===== src/rtl/sir_dec_pkg.sv =====
package sir_dec_pkg;

  typedef enum logic [1:0] {
    ST_IDLE  = 2'd0,
    ST_ARMED = 2'd1,
    ST_LOW   = 2'd2
  } dec_state_e;

endpackage


===== src/rtl/sir_rst_sync.sv =====
module sir_rst_sync #(
  parameter int STAGES = 2
) (
  input  logic clk,
  input  logic rst_n_in,
  output logic rst_n_out
);

  logic [STAGES-1:0] chain_q;

  always_ff @(posedge clk or negedge rst_n_in) begin
    if (!rst_n_in) chain_q <= '0;
    else           chain_q <= {chain_q[STAGES-2:0], 1'b1};
  end

  assign rst_n_out = chain_q[STAGES-1];

endmodule


===== src/rtl/sir_sync.sv =====
module sir_sync #(
  parameter int STAGES = 2
) (
  input  logic clk,
  input  logic rst_n,
  input  logic d_async,
  output logic q_sync
);

  logic [STAGES-1:0] stage_q;

  always_ff @(posedge clk or negedge rst_n) begin
    if (!rst_n) stage_q <= '0;
    else        stage_q <= {stage_q[STAGES-2:0], d_async};
  end

  assign q_sync = stage_q[STAGES-1];

endmodule


===== src/rtl/sir_edge_det.sv =====
module sir_edge_det (
  input  logic clk,
  input  logic rst_n,
  input  logic level_i,
  output logic rise_o
);

  logic prev_q;

  always_ff @(posedge clk or negedge rst_n) begin
    if (!rst_n) prev_q <= 1'b0;
    else        prev_q <= level_i;
  end

  assign rise_o = level_i & ~prev_q;

endmodule


===== src/rtl/sir_stretch.sv =====
module sir_stretch
  import sir_dec_pkg::*;
#(
  parameter int CNT_W = 4
) (
  input  logic clk,
  input  logic rst_n,
  input  logic tick_i,
  input  logic rise_i,
  output logic nrz_o
);

  localparam logic [CNT_W-1:0] CNT_MAX = {CNT_W{1'b1}};

  dec_state_e       state_q, state_d;
  logic [CNT_W-1:0] cnt_q, cnt_d;

  // next-state logic
  always_comb begin
    state_d = state_q;
    cnt_d   = cnt_q;
    unique case (state_q)
      ST_IDLE: begin
        if (rise_i) state_d = ST_ARMED;
      end
      ST_ARMED: begin
        if (tick_i) begin
          state_d = ST_LOW;
          cnt_d   = '0;
        end
      end
      ST_LOW: begin
        if (tick_i) begin
          if (cnt_q == CNT_MAX) begin
            state_d = ST_IDLE;
            cnt_d   = '0;
          end else begin
            cnt_d = cnt_q + 1'b1;
          end
        end
      end
      default: begin
        state_d = ST_IDLE;
        cnt_d   = '0;
      end
    endcase
  end

  // registers
  always_ff @(posedge clk or negedge rst_n) begin
    if (!rst_n) begin
      state_q <= ST_IDLE;
      cnt_q   <= '0;
    end else begin
      state_q <= state_d;
      cnt_q   <= cnt_d;
    end
  end

  assign nrz_o = (state_q != ST_LOW);

  AST_CNT_HOLD_NO_TICK: assert property (@(posedge clk) disable iff (!rst_n)
    !tick_i |=> $stable(cnt_q));
  AST_CNT_ZERO_OUTSIDE: assert property (@(posedge clk) disable iff (!rst_n)
    (state_q != ST_LOW) |-> (cnt_q == '0));
  AST_FALL_ON_TICK: assert property (@(posedge clk) disable iff (!rst_n)
    $fell(nrz_o) |-> ($past(tick_i) && $past(state_q) == ST_ARMED));
  AST_RISE_AFTER_FULL: assert property (@(posedge clk) disable iff (!rst_n)
    $rose(nrz_o) |-> ($past(tick_i) && $past(cnt_q) == CNT_MAX));
  AST_NO_RESTART: assert property (@(posedge clk) disable iff (!rst_n)
    (state_q == ST_LOW && tick_i && cnt_q != CNT_MAX) |=>
      (state_q == ST_LOW && cnt_q == $past(cnt_q) + 1'b1));
  AST_ARM_NEEDS_EDGE: assert property (@(posedge clk) disable iff (!rst_n)
    (state_q == ST_ARMED && $past(state_q) == ST_IDLE) |-> $past(rise_i));

endmodule


===== src/rtl/sir_pulse_decoder.sv =====
module sir_pulse_decoder #(
  parameter int SYNC_STAGES = 2,
  parameter int CNT_W       = 4
) (
  input  logic clk,
  input  logic rst_n,
  input  logic tick_16x,
  input  logic ir_rx,
  output logic rx_nrz
);

  logic rst_n_int;
  logic ir_sync;
  logic ir_rise;

  sir_rst_sync #(.STAGES(2)) u_rst_sync (
    .clk       (clk),
    .rst_n_in  (rst_n),
    .rst_n_out (rst_n_int)
  );

  sir_sync #(.STAGES(SYNC_STAGES)) u_ir_sync (
    .clk     (clk),
    .rst_n   (rst_n_int),
    .d_async (ir_rx),
    .q_sync  (ir_sync)
  );

  sir_edge_det u_edge (
    .clk     (clk),
    .rst_n   (rst_n_int),
    .level_i (ir_sync),
    .rise_o  (ir_rise)
  );

  sir_stretch #(.CNT_W(CNT_W)) u_stretch (
    .clk    (clk),
    .rst_n  (rst_n_int),
    .tick_i (tick_16x),
    .rise_i (ir_rise),
    .nrz_o  (rx_nrz)
  );

  AST_RESET_HIGH: assert property (@(posedge clk)
    !rst_n_int |-> rx_nrz);

endmodule


===== config.mk =====
export PLATFORM = sky130hd
export DESIGN_NAME = sir_pulse_decoder
export DESIGN_NICKNAME = d
export VERILOG_FILES = /design/src/rtl/sir_dec_pkg.sv /design/src/rtl/sir_rst_sync.sv /design/src/rtl/sir_sync.sv /design/src/rtl/sir_edge_det.sv /design/src/rtl/sir_stretch.sv /design/src/rtl/sir_pulse_decoder.sv
export SDC_FILE = /design/constraint.sdc
export NUM_CORES = 1
export LEC_CHECK = 0
export ABC_AREA = 1
export BUFFER_PORTS_ARGS = -buffer_cell sky130_fd_sc_hd__buf_2
export CAP_MARGIN = 20
export CORE_AREA = 2 2 39 41
export CTS_CLUSTER_SIZE = 12
export DETAILED_ROUTE_END_ITERATION = 12
export DIE_AREA = 0 0 41 43
export PLACE_DENSITY = 0.59
export REMOVE_ABC_BUFFERS = 1
export SKIP_CTS_REPAIR_TIMING = 1
export SLEW_MARGIN = 30
export SYNTH_ARGS = -nofsm -noshare
export SYNTH_HDL_FRONTEND = slang
export SYNTH_SLANG_ARGS = --single-unit

===== constraint.sdc =====
create_clock -name clk -period 1.9 [get_ports clk]
set_input_delay 0.285 -clock clk [delete_from_list [all_inputs] [get_ports clk]]
set_output_delay 0.285 -clock clk [all_outputs]
set_load 0.03 [all_outputs]

==> metrics.yaml <==
timing:
  fin_crit_ns: 1.325
  fin_skew_ns: 0.005975
  slew_viol_final: 0
  min_period_over_period: 0.6976
  fmax_ghz: 0.7544
  finalSetupViolations: 0
  rsz0062_at_grt: "false"
  finalHoldViolCount: 0
  finalSetupTns_ns: 0
run:
  cap_violations: 0
floorplan:
  die_h_um: 43
  die_w_um: 41
  coreArea_um2: 1384
  rows: 14
  die_area_um2: 1763
  initial_core_util: 0.3445
  io-pin-count: 5
worst_setup_path:
  worstRegToRegCells: 6
  worstReg2RegStart: "u_stretch.cnt_q[0]"
  worstSetupPathType: "reg2out"
  max_stage_delay_ns: 0.46
  crit_chain: "inv_2, nand2_1, buf_2"
  critPathMaxFanout: 5
  worstReg2RegEnd: "u_stretch.cnt_q[3]"
  crit_slowest_cell: "dfrtp_1"
  crit_path_end: "rx_nrz"
  critical_path.startpoint_type: "register"
  worst-path-buf-inv: 2
  cp-end-kind: "primary output"
  startpoint: "u_stretch.state_q[0]"
  path_delay_family: "flip-flops"
  cp_data_arrival_time_ns: 1.04
  path_depth: 3
  critPathRequiredTime_ns: 1.62
  reg2reg_slack_ns: 0.76
layout:
  utilization: 0.3996
  synthToLayoutAreaGrowth_pct: 16.01
  final_cell_mix: "nand2_1, dfrtp_1, inv_1"
  fin_nets: 69
  antennaDiodeCount: 0
  n_fill_cell: 141
  drive_gt1_frac: 0.1905
  final_cell_area_um2: 553.0
  layout_commonest_cell: "nand2_1"
global_route:
  grt_overflow: 0
  grt_max_degree: 10
  grt_pass1_vias: 298
  grt_use_total: 0.1067
  antenna_found_initial: 0
  grt_pass1_wl_um: 1145
yosys:
  synthCells: 54
  synth_area_per_cell_um2: 8.828
  syn_area_um2: 476.7
  synth_compound_area_frac: 0.02625
  ys_ff_latch: 11
  synth_xor_area_frac: 0
  yosys_warnings: 0
  seq_area_frac_synth: 0.5774
  synth-simple-area-share: 0.2992
  synth_cell_types: 14
  synthAdderAreaFrac: 0.02625
  synth_top_family_by_area: "simple AND/OR/NAND/NOR gates"
  synth_mux_area_frac: 0
route:
  vias: 351
  drt_iter0_markers: 10
  totalWireLength_um: 686
  drc_errors: 0
  firstDrtPassIters: 4
  antenna_left: 0
  via_per_inst: 4.443
  wl_per_cell_um: 8.684
power_and_ir_drop:
  switching_share: 0.3578
  clock_power_share: 0.226
  total_power_w: 0.0006566
  power.switching_w: 0.0002349
  p_comb_frac: 0.270
  power.density_nw_per_um2: 1187
  seqPwrFrac: 0.504
  peakVddDrop_v: 0.0004988
  intPower_w: 0.0004217
  leakage_nw: 0.2962
worst_hold_path:
  min_path_type: "in2reg"
clock_network:
  clk_latency_ns: 0.26
  cts_buffers: 3
  cts_tree: "done"
  max-clock-path-buffers: 2
  clkSinkCount: 11
  path_clk_slew_ns: 0.06
  ctsRootBufferMaster: "clkbuf_4"
  ctsHtreeMaxLevel: 1
placement:
  gp_congestion: 0.6276
  io_buffers: 4
  dpl_cell_area_um2: 516.7
  dp_hpwl_um: 548.2
outcome:
  status: "complete, no violations"
[registers in the layout (all words and copies together), names as in the netlist]
signal and cells:
u_edge.prev_q 1, u_ir_sync.stage_q 2, u_rst_sync.chain_q 2, u_stretch.cnt_q 4, u_stretch.state_q 2
[Yosys cell counts]
cell type	count	area (um^2)
conb_1	1	3.750
nor2_2	1	6.260
inv_1	6	22.52
nor2_4	1	11.26
a21oi_1	1	5.000
dfrtp_1	11	275.3
nand4_1	3	18.77
nand2_2	1	6.260
ha_1	1	12.51
o211ai_1	1	7.510
nand3_1	5	25.02
nand2_1	17	63.81
inv_2	2	7.510
nor2_1	3	11.26
[stage by stage]
step / hold slack [ns] / instances / setup WS (ns)
3_3_place_gp: 0.06978 / 74 / 0.7973
2_1_floorplan: -0.01059 / 54 / 0.8774
3_5_place_dp: 0.07206 / 74 / 0.7798
5_1_grt: 0.1046 / 79 / 0.4999
4_1_cts: -0.2151 / 78 / 0.5572
6_report: 0.1330 / 79 / 0.5745
[power by group through the flow]
stage / Sequential, W / Combinational (W) / Clock (W)
6_report: 0.000331 / 0.000177 / 0.000149
5_1_grt: 0.000339 / 0.000207 / 0.000170
4_1_cts: 0.000331 / 0.000179 / 0.000159
3_5_place_dp: 0.000336 / 0.000179 / 0
3_3_place_gp: 0.000334 / 0.000182 / 0
2_1_floorplan: 0.000325 / 0.000143 / 0
[layout make-up]
class,instances,area [um^2],share of cell area
flip-flops and latches,11,275.3,0.4977
inverters,8,30.03,0.05430
well taps,16,20.02,0.03620
repair buffers,5,30.03,0.05430
clock buffers,4,26.28,0.04751
multi-input cells,35,171.4,0.3100
[worst min-delay path by stage]
stage / slack [ns] / cells after the start / end / startpoint
6_report: 0.13 / 1 / u_ir_sync.stage_q[0] / ir_rx
2_1_floorplan: -0.01 / 0 / u_rst_sync.chain_q[0] / rst_n
3_5_place_dp: 0.07 / 1 / u_rst_sync.chain_q[1] / rst_n
3_3_place_gp: 0.07 / 1 / u_rst_sync.chain_q[0] / rst_n
4_1_cts: -0.22 / 1 / u_rst_sync.chain_q[0] / rst_n
5_1_grt: 0.10 / 1 / u_ir_sync.stage_q[0] / ir_rx
[metal layers]
layer  wire length (um)  global-route usage  up-vias
li1                   -                   -      186
met1                329              0.1241      158
met2                314              0.1281        5
met3                 27             0.03141        2
met4                 15              0.1400        0
met5                  0                   0        -
[kinds of logic (layout without fill, tap and decap cells)]
logic type | after synthesis | count (layout)
adders and majority gates | 1 | 1
buffers and inverters | 8 | 17
other | 1 | 1
DFF | 11 | 11
AOI/OAI and AO/OA | 2 | 2
and+or+nand+nor | 31 | 31
No activity file was read; power rests on OpenSTA's default activity.
